`config.mk`:
```
export PLATFORM = sky130hd
export DESIGN_NAME = prod_tag_table
export DESIGN_NICKNAME = d
export VERILOG_FILES = /design/src/rtl/prodtab_pkg.sv /design/src/rtl/prodtab_index.sv /design/src/rtl/prodtab_entry.sv /design/src/rtl/prodtab_readmux.sv /design/src/rtl/prod_tag_table.sv
export SDC_FILE = /design/constraint.sdc
export NUM_CORES = 1
export LEC_CHECK = 0
export CAP_MARGIN = 20
export CORE_MARGIN = 5
export CORE_UTILIZATION = 30
export CTS_BUF_LIST = sky130_fd_sc_hd__clkbuf_16
export CTS_CLUSTER_SIZE = 10
export DETAILED_ROUTE_END_ITERATION = 7
export PLACE_DENSITY = 0.45
export SYNTH_ARGS = -nofsm -noshare
export SYNTH_HDL_FRONTEND = slang
export SYNTH_SLANG_ARGS = --single-unit
export TNS_END_PERCENT = 10
```
`constraint.sdc`:
```
create_clock -name clk -period 1.5 [get_ports clk]
set_input_delay 0.15 -clock clk [delete_from_list [all_inputs] [get_ports clk]]
set_output_delay 0.15 -clock clk [all_outputs]
set_load 0.05 [all_outputs]
```
`src/rtl/prodtab_pkg.sv`:
```
package prodtab_pkg;
    typedef enum logic {
        ENT_READY   = 1'b0,
        ENT_PENDING = 1'b1
    } ent_state_e;
endpackage

```
`src/rtl/prodtab_index.sv`:
```
module prodtab_index #(
    parameter int ADDR_W    = 5,
    parameter bit HALF_MODE = 1'b0,
    localparam int IDX_W    = HALF_MODE ? ADDR_W - 1 : ADDR_W
) (
    input  logic [ADDR_W-1:0] reg_num,
    output logic [IDX_W-1:0]  idx
);
    generate
        if (HALF_MODE) begin : g_half
            assign idx = reg_num[ADDR_W-1:1];
        end else begin : g_full
            assign idx = reg_num;
        end
    endgenerate
endmodule

```
`src/rtl/prodtab_entry.sv`:
```
module prodtab_entry
    import prodtab_pkg::*;
#(
    parameter int TAG_W = 4
) (
    input  logic             clk,
    input  logic             rst_n,
    input  logic             clear,
    input  logic             iss_hit,
    input  logic [TAG_W-1:0] iss_tag,
    input  logic             wb_hit,
    input  logic [TAG_W-1:0] wb_tag,
    output logic             ent_valid,
    output logic [TAG_W-1:0] ent_tag
);
    ent_state_e       state, nxt_state;
    logic [TAG_W-1:0] tag_q, nxt_tag;

    always_ff @(posedge clk or negedge rst_n) begin
        if (!rst_n) begin
            state <= ENT_READY;
            tag_q <= '0;
        end else begin
            state <= nxt_state;
            tag_q <= nxt_tag;
        end
    end

    always_comb begin
        nxt_state = state;
        nxt_tag   = tag_q;
        if (clear) begin
            nxt_state = ENT_READY;
            nxt_tag   = '0;
        end else if (iss_hit) begin
            nxt_state = ENT_PENDING;
            nxt_tag   = iss_tag;
        end else if (wb_hit && (wb_tag == tag_q)) begin
            unique case (state)
                ENT_PENDING: nxt_state = ENT_READY;
                ENT_READY:   nxt_state = ENT_READY;
            endcase
        end
    end

    always_comb begin
        ent_valid = (state == ENT_READY);
        ent_tag   = tag_q;
    end

    assert_flush_R6: assert property (@(posedge clk) disable iff (!rst_n)
        clear |=> (state == ENT_READY) && (tag_q == '0));

    assert_claim_R2: assert property (@(posedge clk) disable iff (!rst_n)
        (!clear && iss_hit) |=> (state == ENT_PENDING) && (tag_q == $past(iss_tag)));

    assert_same_entry_R5: assert property (@(posedge clk) disable iff (!rst_n)
        (!clear && iss_hit && wb_hit) |=> (state == ENT_PENDING));

    assert_release_R3: assert property (@(posedge clk) disable iff (!rst_n)
        (!clear && !iss_hit && wb_hit && (wb_tag == tag_q)) |=> (state == ENT_READY) && $stable(tag_q));

    assert_stale_wb_R4: assert property (@(posedge clk) disable iff (!rst_n)
        (!clear && !iss_hit && wb_hit && (wb_tag != tag_q)) |=> $stable(state) && $stable(tag_q));

    assert_hold_R7: assert property (@(posedge clk) disable iff (!rst_n)
        (!clear && !iss_hit && !wb_hit) |=> $stable(state) && $stable(tag_q));
endmodule

```
`src/rtl/prodtab_readmux.sv`:
```
module prodtab_readmux #(
    parameter int ADDR_W    = 5,
    parameter int TAG_W     = 4,
    parameter int RD_PORTS  = 2,
    parameter bit HALF_MODE = 1'b0,
    parameter bit ZERO_REG  = 1'b1,
    localparam int IDX_W    = HALF_MODE ? ADDR_W - 1 : ADDR_W,
    localparam int DEPTH    = 1 << IDX_W
) (
    input  logic [DEPTH-1:0]          ent_valid,
    input  logic [DEPTH*TAG_W-1:0]    ent_tag,
    input  logic [RD_PORTS*ADDR_W-1:0] rd_reg,
    output logic [RD_PORTS-1:0]       rd_valid,
    output logic [RD_PORTS*TAG_W-1:0] rd_tag
);
    for (genvar p = 0; p < RD_PORTS; p++) begin : g_port
        logic [IDX_W-1:0]  idx;
        logic [ADDR_W-1:0] reg_num;
        logic              pinned;

        assign reg_num = rd_reg[p*ADDR_W +: ADDR_W];

        prodtab_index #(.ADDR_W(ADDR_W), .HALF_MODE(HALF_MODE)) u_idx (
            .reg_num (reg_num),
            .idx     (idx)
        );

        assign pinned = ZERO_REG && (reg_num == '0);

        always_comb begin
            if (pinned) begin
                rd_valid[p]              = 1'b1;
                rd_tag[p*TAG_W +: TAG_W] = '0;
            end else begin
                rd_valid[p]              = ent_valid[idx];
                rd_tag[p*TAG_W +: TAG_W] = ent_tag[idx*TAG_W +: TAG_W];
            end
        end
    end
endmodule

```
`src/rtl/prod_tag_table.sv`:
```
module prod_tag_table #(
    parameter int ADDR_W    = 5,
    parameter int TAG_W     = 4,
    parameter int RD_PORTS  = 2,
    parameter bit HALF_MODE = 1'b0,
    parameter bit ZERO_REG  = 1'b1
) (
    input  logic                       clk,
    input  logic                       rst_n,
    input  logic                       clear,
    input  logic                       iss_en,
    input  logic [ADDR_W-1:0]          iss_reg,
    input  logic [TAG_W-1:0]           iss_tag,
    input  logic                       wb_en,
    input  logic [ADDR_W-1:0]          wb_reg,
    input  logic [TAG_W-1:0]           wb_tag,
    input  logic [RD_PORTS*ADDR_W-1:0] rd_reg,
    output logic [RD_PORTS-1:0]        rd_valid,
    output logic [RD_PORTS*TAG_W-1:0]  rd_tag
);
    localparam int IDX_W = HALF_MODE ? ADDR_W - 1 : ADDR_W;
    localparam int DEPTH = 1 << IDX_W;

    logic [IDX_W-1:0]       iss_idx, wb_idx;
    logic [DEPTH-1:0]       ent_valid;
    logic [DEPTH*TAG_W-1:0] ent_tag;

    prodtab_index #(.ADDR_W(ADDR_W), .HALF_MODE(HALF_MODE)) u_iss_idx (
        .reg_num (iss_reg),
        .idx     (iss_idx)
    );

    prodtab_index #(.ADDR_W(ADDR_W), .HALF_MODE(HALF_MODE)) u_wb_idx (
        .reg_num (wb_reg),
        .idx     (wb_idx)
    );

    for (genvar e = 0; e < DEPTH; e++) begin : g_ent
        logic iss_hit, wb_hit;
        assign iss_hit = iss_en && (iss_idx == IDX_W'(e));
        assign wb_hit  = wb_en  && (wb_idx  == IDX_W'(e));

        prodtab_entry #(.TAG_W(TAG_W)) u_ent (
            .clk       (clk),
            .rst_n     (rst_n),
            .clear     (clear),
            .iss_hit   (iss_hit),
            .iss_tag   (iss_tag),
            .wb_hit    (wb_hit),
            .wb_tag    (wb_tag),
            .ent_valid (ent_valid[e]),
            .ent_tag   (ent_tag[e*TAG_W +: TAG_W])
        );
    end

    prodtab_readmux #(
        .ADDR_W    (ADDR_W),
        .TAG_W     (TAG_W),
        .RD_PORTS  (RD_PORTS),
        .HALF_MODE (HALF_MODE),
        .ZERO_REG  (ZERO_REG)
    ) u_rd (
        .ent_valid (ent_valid),
        .ent_tag   (ent_tag),
        .rd_reg    (rd_reg),
        .rd_valid  (rd_valid),
        .rd_tag    (rd_tag)
    );

    assert_zero_pinned_R9: assert property (@(posedge clk) disable iff (!rst_n)
        (ZERO_REG && (rd_reg[ADDR_W-1:0] == '0)) |-> (rd_valid[0] && (rd_tag[TAG_W-1:0] == '0)));

    assert_read_visible_R8: assert property (@(posedge clk) disable iff (!rst_n)
        (!clear && iss_en && !(ZERO_REG && (iss_reg == '0))
         && (rd_reg[ADDR_W-1:0] == iss_reg)) |=> !(rd_valid[0] && (rd_reg[ADDR_W-1:0] == $past(iss_reg))));
endmodule

```
==> flow_results.xml, run 1 <==
<?xml version="1.0" encoding="UTF-8"?>
<metrics>
  <group name="outcome">
    <metric name="outcome" unit="">finished, violations left</metric>
    <metric name="violated_checks" unit="">setup timing</metric>
  </group>
  <group name="synth">
    <metric name="mappedNetlistArea" unit="µm²">11100</metric>
    <metric name="netlist_instances" unit="">1095</metric>
    <metric name="async_flop_share" unit="">1.00</metric>
    <metric name="synth_sequential_area_ratio" unit="">0.361</metric>
    <metric name="synth_cell_types" unit="">61</metric>
    <metric name="synthesis.nets" unit="">1128</metric>
    <metric name="syn_area_per_cell" unit="µm²">10.1</metric>
    <metric name="synth_enable_flop_cells" unit="">0</metric>
    <metric name="dominantRegCellSynth" unit="">sky130_fd_sc_hd__dfrtp_1</metric>
    <metric name="ys_ff_latch" unit="">160</metric>
    <metric name="yosys_warnings" unit="">0</metric>
  </group>
  <group name="detailed_routing">
    <metric name="drt_pre_antenna_iters" unit="">5</metric>
    <metric name="drt-initial-drc-count" unit="">777</metric>
    <metric name="number_of_nets_with_antenna_violations_after_detailed_routing" unit="">0</metric>
    <metric name="num_vias" unit="">9829</metric>
    <metric name="vias_per_cell" unit="">5.46</metric>
    <metric name="dr_wl_met3" unit="µm">2800</metric>
    <metric name="post_route_met1_wirelength" unit="µm">19700</metric>
    <metric name="met2RoutedLength" unit="µm">19700</metric>
    <metric name="detail_route.wl_per_cell" unit="µm">23.9</metric>
    <metric name="remaining_drc_errors" unit="">0</metric>
    <metric name="top_layer_used" unit="">met4</metric>
    <metric name="wl" unit="µm">43000</metric>
  </group>
  <group name="grt">
    <metric name="grt_usage" unit="">0.210</metric>
    <metric name="grt_pass1_vias" unit="">9738</metric>
    <metric name="grt.overflow.total" unit="">0</metric>
    <metric name="grt_max_degree" unit="">46</metric>
    <metric name="grt_antenna_before_repair" unit="">0</metric>
    <metric name="first_pass_grt_wire_length" unit="µm">64500</metric>
  </group>
  <group name="cells_and_area">
    <metric name="core_utilization_of_the_finished_layout" unit="">0.410</metric>
    <metric name="final_layout_size_suffix_gt1_frac" unit="">0.339</metric>
    <metric name="multi_input_area" unit="µm²">6670</metric>
    <metric name="number_of_diodes" unit="">0</metric>
    <metric name="layout.cells.non_filler" unit="">1799</metric>
    <metric name="final_nets" unit="">1351</metric>
    <metric name="filler_cell_count" unit="">3541</metric>
    <metric name="final-seq-area" unit="µm²">4010</metric>
    <metric name="final_cell_area" unit="µm²">15000</metric>
    <metric name="layout-area-overhead-vs-synth" unit="%">35.1</metric>
  </group>
  <group name="placement">
    <metric name="gp_congestion" unit="">0.906</metric>
    <metric name="dpl_worst_slack" unit="ns">-0.978</metric>
    <metric name="place.detailed.hpwl" unit="µm">31300</metric>
    <metric name="numPlacedInstances" unit="">1758</metric>
    <metric name="placed_cell_area" unit="µm²">14000</metric>
    <metric name="placement.io_buffers" unit="">42</metric>
  </group>
  <group name="timing">
    <metric name="max_clock_freq" unit="MHz">422</metric>
    <metric name="grt_setup_unrepaired" unit="">yes</metric>
    <metric name="fin_worst_hold_slack" unit="ns">0.0869</metric>
    <metric name="report.final.slew_viol_count" unit="">0</metric>
    <metric name="clock_skew" unit="ns">0.0118</metric>
    <metric name="finalWorstSetupSlack" unit="ns">-0.871</metric>
    <metric name="number_of_hold_violations_in_the_final_report" unit="">0</metric>
    <metric name="post-route-min-period" unit="ns">2.37</metric>
    <metric name="layout_worst_path_cycle_share" unit="">1.58</metric>
    <metric name="measured_slew_at_the_worst_slew_check_pin" unit="ns">0.461</metric>
    <metric name="final-setup-viol-count" unit="">10</metric>
    <metric name="relSlewSlack" unit="">0.693</metric>
  </group>
  <group name="job">
    <metric name="cap_viol_max_count" unit="">0</metric>
  </group>
  <group name="worst_setup_path">
    <metric name="timing.critical_path.cells" unit="">buf_6, mux4_2, mux2_4, o211ai_1, buf_4, buf_12</metric>
    <metric name="critPathMaxStageDelay" unit="ns">0.45</metric>
    <metric name="r2r_slack" unit="ns">0.06</metric>
    <metric name="path_class" unit="">flop to primary output</metric>
    <metric name="r2r_start" unit="">g_ent[26].u_ent.ent_tag[3]</metric>
    <metric name="timing.critical_path.arrival" unit="ns">2.22</metric>
    <metric name="cp_max_fo" unit="">2</metric>
    <metric name="crit_path_end_kind" unit="">primary output</metric>
    <metric name="setup.worst_path.start_class" unit="">flop</metric>
    <metric name="r2r_cells" unit="">5</metric>
    <metric name="path_buf_inv" unit="">3</metric>
    <metric name="timing.critical_path.from" unit="">g_ent[31].u_ent.state</metric>
    <metric name="crit_path_top_delay_cell" unit="">sky130_fd_sc_hd__mux4_2</metric>
    <metric name="cp_top_family" unit="">multiplexers</metric>
    <metric name="critical_path.reg2reg.endpoint" unit="">g_ent[26].u_ent.state</metric>
    <metric name="worst-path-stages" unit="">6</metric>
    <metric name="crit_end" unit="">rd_valid[1]</metric>
    <metric name="required_time_of_the_critical_path" unit="ns">1.35</metric>
  </group>
  <group name="hold_path">
    <metric name="hp-class" unit="">input port to flop</metric>
  </group>
  <group name="pwr">
    <metric name="max-vdd-ir-drop" unit="mV">0.562</metric>
    <metric name="p_leak" unit="nW">6.38</metric>
    <metric name="pwr_density_cell" unit="nW/µm²">715</metric>
  </group>
  <group name="floorplan">
    <metric name="initial_utilization" unit="">0.304</metric>
    <metric name="io-pin-count" unit="">43</metric>
    <metric name="die_x" unit="µm">202</metric>
    <metric name="die_area" unit="µm²">40900</metric>
    <metric name="dieHeight" unit="µm">202</metric>
    <metric name="rows" unit="">70</metric>
    <metric name="core" unit="µm²">36500</metric>
  </group>
  <group name="clocking">
    <metric name="clk_path_buf_depth" unit="">2</metric>
    <metric name="worst_setup_hold_path_clk_slew" unit="ns">0.07</metric>
    <metric name="numCtsBuffers" unit="">17</metric>
    <metric name="tritoncts_num_sinks" unit="">160</metric>
    <metric name="clk_latency" unit="ns">0.45</metric>
    <metric name="cts_tree" unit="">built</metric>
    <metric name="clk_root_buffer_cell" unit="">sky130_fd_sc_hd__clkbuf_16</metric>
    <metric name="cts_max_level" unit="">4</metric>
  </group>
</metrics>
==> cells in the final DEF (no fill, tap or decap), types with 43 or more instances in the layout <==
cell                        n
sky130_fd_sc_hd__buf_4    227
sky130_fd_sc_hd__dfrtp_1  156
sky130_fd_sc_hd__a21oi_1  113
sky130_fd_sc_hd__nand2_1   94
sky130_fd_sc_hd__mux2i_1   83
sky130_fd_sc_hd__nand3_1   71
sky130_fd_sc_hd__xnor2_1   69
sky130_fd_sc_hd__mux4_2    59
sky130_fd_sc_hd__xor2_1    59
sky130_fd_sc_hd__nor2_1    58
sky130_fd_sc_hd__buf_12    43
==> layout make-up <==
type	count	area share
flip-flops and latches	160	0.267
multi-input cells	802	0.445
clock inverters	15	0.00968
well taps	468	0.0391
inverters	19	0.00476
repair buffers	318	0.205
clock buffers	17	0.0284
==> flip-flops by register name (all words and copies together), names as in the netlist <==
register / cells
g_ent.u_ent.state: 32
g_ent.u_ent.ent_tag: 128
==> cell usage after synthesis (3+ instances only) <==
| cell type | n | area (µm²) |
|---|---|---|
| sky130_fd_sc_hd__dfrtp_1 | 160 | 4000 |
| sky130_fd_sc_hd__a21oi_1 | 116 | 581 |
| sky130_fd_sc_hd__nand2_1 | 95 | 357 |
| sky130_fd_sc_hd__mux2i_1 | 84 | 841 |
| sky130_fd_sc_hd__nand3_1 | 71 | 355 |
| sky130_fd_sc_hd__xnor2_1 | 69 | 604 |
| sky130_fd_sc_hd__nor2_1 | 61 | 229 |
| sky130_fd_sc_hd__xor2_1 | 59 | 517 |
| sky130_fd_sc_hd__clkbuf_1 | 56 | 210 |
| sky130_fd_sc_hd__mux4_2 | 56 | 1260 |
| sky130_fd_sc_hd__buf_2 | 34 | 170 |
| sky130_fd_sc_hd__o21ai_0 | 33 | 165 |
| sky130_fd_sc_hd__o41ai_1 | 27 | 236 |
| sky130_fd_sc_hd__a211oi_1 | 13 | 97.6 |
| sky130_fd_sc_hd__inv_1 | 12 | 45.0 |
| sky130_fd_sc_hd__o221ai_1 | 11 | 96.3 |
| sky130_fd_sc_hd__mux4_1 | 9 | 236 |
| sky130_fd_sc_hd__inv_2 | 7 | 26.3 |
| sky130_fd_sc_hd__nand2b_1 | 7 | 43.8 |
| sky130_fd_sc_hd__a22o_1 | 6 | 52.6 |
| sky130_fd_sc_hd__a22oi_1 | 6 | 45.0 |
| sky130_fd_sc_hd__buf_1 | 6 | 22.5 |
| sky130_fd_sc_hd__nand4_1 | 6 | 37.5 |
| sky130_fd_sc_hd__nor2b_1 | 6 | 37.5 |
| sky130_fd_sc_hd__and2_1 | 5 | 31.3 |
| sky130_fd_sc_hd__buf_4 | 5 | 37.5 |
| sky130_fd_sc_hd__buf_6 | 5 | 56.3 |
| sky130_fd_sc_hd__mux2_2 | 5 | 56.3 |
| sky130_fd_sc_hd__o31ai_1 | 5 | 37.5 |
| sky130_fd_sc_hd__and3_1 | 4 | 25.0 |
| sky130_fd_sc_hd__and4b_1 | 4 | 40.0 |
| sky130_fd_sc_hd__buf_12 | 4 | 80.1 |
| sky130_fd_sc_hd__buf_8 | 4 | 60.1 |
| sky130_fd_sc_hd__nor3_1 | 3 | 15.0 |
| sky130_fd_sc_hd__nor4bb_1 | 3 | 30.0 |
| sky130_fd_sc_hd__o21ai_1 | 3 | 15.0 |
| sky130_fd_sc_hd__o22ai_1 | 3 | 18.8 |
| sky130_fd_sc_hd__or3_1 | 3 | 18.8 |
==> worst min path at each step <==
stage | from | endpoint | slack [ns] | cells past startpoint
2_1_floorplan | rst_n | g_ent[0].u_ent.ent_tag[0] | -0.15 | 0
3_3_place_gp | rst_n | g_ent[21].u_ent.ent_tag[1] | 0.03 | 1
3_5_place_dp | rst_n | g_ent[22].u_ent.ent_tag[1] | 0.03 | 1
4_1_cts | clear | g_ent[7].u_ent.ent_tag[0] | 0.07 | 2
5_1_grt | clear | g_ent[7].u_ent.ent_tag[0] | 0.1 | 2
6_report | clear | g_ent[7].u_ent.ent_tag[0] | 0.09 | 2
==> stage by stage <==
stage / power (mW) / setup TNS, ns
3_3_place_gp: 6.29 / -67.94
4_1_cts: 10.8 / -8.46
6_report: 10.7 / -8.06
2_1_floorplan: 5.38 / -4.20
5_1_grt: 11.1 / -8.69
3_5_place_dp: 6.30 / -70.32
==> per-layer routing <==
metal  vias to the layer above  GRT usage
li1                       4437          -
met1                      5021      0.300
met2                       329      0.325
met3                        42     0.0462
met4                         0     0.0504
met5                         -          0
==> report_power, final <==
group	switching [mW]	internal (mW)	total (mW)
logic	1.08	0.830	1.91
registers	0.0412	4.35	4.39
clock network	1.97	2.44	4.41
==> logic make-up after synthesis <==
family          synth area share
simple gates               0.125
compound gates             0.133
xor+xnor                   0.101
mux                        0.216
buf+inv                   0.0639
flops                      0.361
==> what timing repair did <==
action | 4_1_cts | 5_1_grt
hold buffers | 1 | 0
gates resized for setup | 30 | 51
pin swaps | 15 | 13
endpoints found under the setup margin | 20 | 99
setup buffers | 4 | 5
hold endpoints to repair | 160 | 0
cloned | 1 | 0
Power figures use the tool's default switching activity.
==> run 2, diff against run 1 <==
--- a/config.mk
+++ b/config.mk
@@ -15,4 +15,3 @@
 export SYNTH_ARGS = -nofsm -noshare
 export SYNTH_HDL_FRONTEND = slang
 export SYNTH_SLANG_ARGS = --single-unit
-export TNS_END_PERCENT = 10
==> run 2 against run 1 <==
Compared with the run above:
- the flow still finishes with violations (setup timing)
- clock power shrank 1%
- sequential cell count is the same
- count of clock-buffer cells in the layout is the same
- non-clock buffer count grew 10
- utilization grew 0.76 points
- wire length grew 1.3%
- cell count grew 0.56%
- power grew 0.18%
- via count grew 1.0%
- register-to-register slack lost 0.04 ns
- highest routed layer unchanged
==> flow_results.xml, run 2 (synthesized netlist as in run 1, its figures left out) <==
<?xml version="1.0" encoding="UTF-8"?>
<metrics>
  <group name="outcome">
    <metric name="outcome" unit="">finished, violations left</metric>
    <metric name="violated_checks" unit="">setup timing</metric>
  </group>
  <group name="cells_and_area">
    <metric name="number_of_diodes" unit="">0</metric>
    <metric name="final_nets" unit="">1361</metric>
    <metric name="final_layout_size_suffix_gt1_frac" unit="">0.355</metric>
    <metric name="final_cell_mix" unit="">sky130_fd_sc_hd__buf_4 (232), sky130_fd_sc_hd__dfrtp_1 (155), sky130_fd_sc_hd__a21oi_1 (114), sky130_fd_sc_hd__nand2_1 (90), sky130_fd_sc_hd__mux2i_1 (84)</metric>
    <metric name="layout-area-overhead-vs-synth" unit="%">37.7</metric>
    <metric name="final_cell_area" unit="µm²">15300</metric>
    <metric name="layout.cells.most_common" unit="">sky130_fd_sc_hd__buf_4</metric>
    <metric name="layout.cells.non_filler" unit="">1809</metric>
    <metric name="largest_reg_flops" unit="">128</metric>
  </group>
  <group name="grt">
    <metric name="grt_max_degree" unit="">84</metric>
    <metric name="first_pass_grt_wire_length" unit="µm">65900</metric>
    <metric name="grt.overflow.total" unit="">0</metric>
    <metric name="grt_usage" unit="">0.213</metric>
    <metric name="grt_antenna_before_repair" unit="">0</metric>
    <metric name="grt_pass1_vias" unit="">9952</metric>
  </group>
  <group name="pwr">
    <metric name="p_switching" unit="mW">3.20</metric>
    <metric name="power_report.internal_total" unit="mW">7.53</metric>
    <metric name="pwr_density_cell" unit="nW/µm²">703</metric>
    <metric name="swShare" unit="">0.298</metric>
    <metric name="combinationalPowerShare" unit="">0.186</metric>
    <metric name="max-vdd-ir-drop" unit="mV">0.666</metric>
    <metric name="p_leak" unit="nW">6.48</metric>
    <metric name="total_power" unit="mW">10.7</metric>
    <metric name="seqPwrFrac" unit="">0.409</metric>
    <metric name="clock_power_share" unit="">0.405</metric>
  </group>
  <group name="timing">
    <metric name="max_clock_freq" unit="MHz">413</metric>
    <metric name="layout_worst_path_cycle_share" unit="">1.61</metric>
    <metric name="finalWorstSetupSlack" unit="ns">-0.922</metric>
    <metric name="report.final.slew_viol_count" unit="">0</metric>
    <metric name="grt_setup_unrepaired" unit="">yes</metric>
    <metric name="fin_worst_hold_slack" unit="ns">0.199</metric>
    <metric name="measured_slew_at_the_worst_slew_check_pin" unit="ns">0.438</metric>
    <metric name="final-setup-viol-count" unit="">10</metric>
    <metric name="relSlewSlack" unit="">0.699</metric>
    <metric name="number_of_hold_violations_in_the_final_report" unit="">0</metric>
    <metric name="post-route-min-period" unit="ns">2.42</metric>
    <metric name="setup-tns-final" unit="ns">-8.21</metric>
    <metric name="clock_skew" unit="ns">0.0116</metric>
  </group>
  <group name="worst_setup_path">
    <metric name="crit_path_end_kind" unit="">primary output</metric>
    <metric name="cp_max_fo" unit="">3</metric>
    <metric name="timing.critical_path.arrival" unit="ns">2.27</metric>
    <metric name="critPathMaxStageDelay" unit="ns">0.54</metric>
    <metric name="timing.critical_path.cells" unit="">mux4_2, mux2_4, a221oi_4, a311oi_4, buf_6</metric>
    <metric name="r2r_start" unit="">g_ent[14].u_ent.ent_tag[2]</metric>
    <metric name="crit_path_top_delay_cell" unit="">sky130_fd_sc_hd__mux4_2</metric>
    <metric name="r2r_cells" unit="">6</metric>
    <metric name="critical_path.reg2reg.endpoint" unit="">g_ent[14].u_ent.state</metric>
    <metric name="r2r_slack" unit="ns">0.02</metric>
    <metric name="required_time_of_the_critical_path" unit="ns">1.35</metric>
    <metric name="setup.worst_path.start_class" unit="">flop</metric>
    <metric name="path_class" unit="">flop to primary output</metric>
  </group>
  <group name="detailed_routing">
    <metric name="vias_per_cell" unit="">5.49</metric>
    <metric name="remaining_drc_errors" unit="">0</metric>
    <metric name="detail_route.wl_per_cell" unit="µm">24.1</metric>
    <metric name="drt_pre_antenna_iters" unit="">5</metric>
    <metric name="num_vias" unit="">9931</metric>
    <metric name="drt-initial-drc-count" unit="">826</metric>
    <metric name="wl" unit="µm">43600</metric>
    <metric name="number_of_nets_with_antenna_violations_after_detailed_routing" unit="">0</metric>
  </group>
  <group name="job">
    <metric name="cap_viol_max_count" unit="">0</metric>
  </group>
  <group name="hold_path">
    <metric name="hp-class" unit="">input port to async pin</metric>
  </group>
  <group name="clocking">
    <metric name="worst_setup_hold_path_clk_slew" unit="ns">0.07</metric>
    <metric name="cts_tree" unit="">built</metric>
    <metric name="clk_latency" unit="ns">0.45</metric>
    <metric name="cts_max_level" unit="">4</metric>
    <metric name="clk_path_buf_depth" unit="">2</metric>
    <metric name="numCtsBuffers" unit="">17</metric>
    <metric name="tritoncts_num_sinks" unit="">160</metric>
    <metric name="clk_root_buffer_cell" unit="">sky130_fd_sc_hd__clkbuf_16</metric>
  </group>
  <group name="floorplan">
    <metric name="io-pin-count" unit="">43</metric>
    <metric name="die_x" unit="µm">202</metric>
    <metric name="die_area" unit="µm²">40900</metric>
    <metric name="dieHeight" unit="µm">202</metric>
    <metric name="core" unit="µm²">36500</metric>
    <metric name="rows" unit="">70</metric>
    <metric name="initial_utilization" unit="">0.304</metric>
  </group>
  <group name="placement">
    <metric name="place.detailed.hpwl" unit="µm">31700</metric>
    <metric name="gp_congestion" unit="">0.918</metric>
    <metric name="numPlacedInstances" unit="">1768</metric>
    <metric name="placement.io_buffers" unit="">42</metric>
    <metric name="placed_cell_area" unit="µm²">14300</metric>
  </group>
</metrics>
run 2: cell count changes in the layout (fill, tap and decap cells not counted), moves of 3 or more:
cell                              before  now
sky130_fd_sc_hd__a211oi_2             11    5
sky130_fd_sc_hd__clkdlybuf4s50_1      13   18
sky130_fd_sc_hd__nand2_2               1    5
sky130_fd_sc_hd__o41ai_1              23   20
sky130_fd_sc_hd__dlymetal6s2s_1        7    4
sky130_fd_sc_hd__o41ai_2               4    7
sky130_fd_sc_hd__nand2_1              94   90
sky130_fd_sc_hd__buf_4               227  232
sky130_fd_sc_hd__buf_12               43   49
sky130_fd_sc_hd__a211oi_4              1    8
run 2: worst max-delay path by stage:
stage	from	to	slack (ns)	depth (start not counted)
finish	g_ent[13].u_ent.ent_tag[0]	rd_tag[4]	-0.92	5
CTS	g_ent[13].u_ent.ent_tag[0]	rd_tag[4]	-0.98	5
global placement	rd_reg[1]	rd_tag[1]	-0.90	8
global route	g_ent[13].u_ent.ent_tag[0]	rd_tag[4]	-0.96	5
floorplan	g_ent[31].u_ent.state	rd_valid[1]	-0.51	3
detailed placement	rd_reg[1]	rd_tag[1]	-0.95	8
run 2: area by class of cell:
cell class / instances / area, µm²
inverters: 19 / 71.3
repair buffers: 328 / 3230
fillers: 3518 / 21300
clock buffers: 17 / 425
clock inverters: 15 / 136
flip-flops and latches: 160 / 4010
well taps: 468 / 586
multi-input cells: 802 / 6810
run 2: metrics by stage:
stage | util | setup WS (ns)
4_1_cts | 0.411 | -0.976
3_5_place_dp | 0.392 | -0.953
6_report | 0.418 | -0.922
3_3_place_gp | 0.392 | -0.900
2_1_floorplan | - | -0.514
5_1_grt | 0.418 | -0.955
run 2: repair_timing:
item                                    CTS  global route
endpoints found under the setup margin   26            98
pin swaps                                19             9
gates cloned                              1             1
setup buffers                             1             5
gates resized for setup                  24            43
hold buffers                              1             0
hold endpoints to repair                 58             0
run 2: critical path: cells and delay by family (launching register included):
family | cells | cell delay, ns
buffers and inverters | 1 | 0.18
AO/OA/AOI/OAI | 2 | 0.36
flip-flops | 1 | 0.43
multiplexers | 2 | 0.85
run 2: power groups by stage:
stage	clock (mW)	sequential [mW]	combinational [mW]
after floorplan	0	4.46	0.966
after global placement	0	4.47	1.91
after detailed placement	0	4.47	1.92
after CTS	4.42	4.39	1.96
after global routing	4.57	4.39	2.11
final	4.35	4.39	2.00
run 2: routing by layer:
| layer | global-route usage | vias up | wire [µm] |
|---|---|---|---|
| li1 | - | 4459 | - |
| met1 | 0.307 | 5119 | 20100 |
| met2 | 0.330 | 309 | 20200 |
| met3 | 0.0366 | 44 | 2390 |
| met4 | 0.0630 | 0 | 878 |
| met5 | 0 | - | 0 |
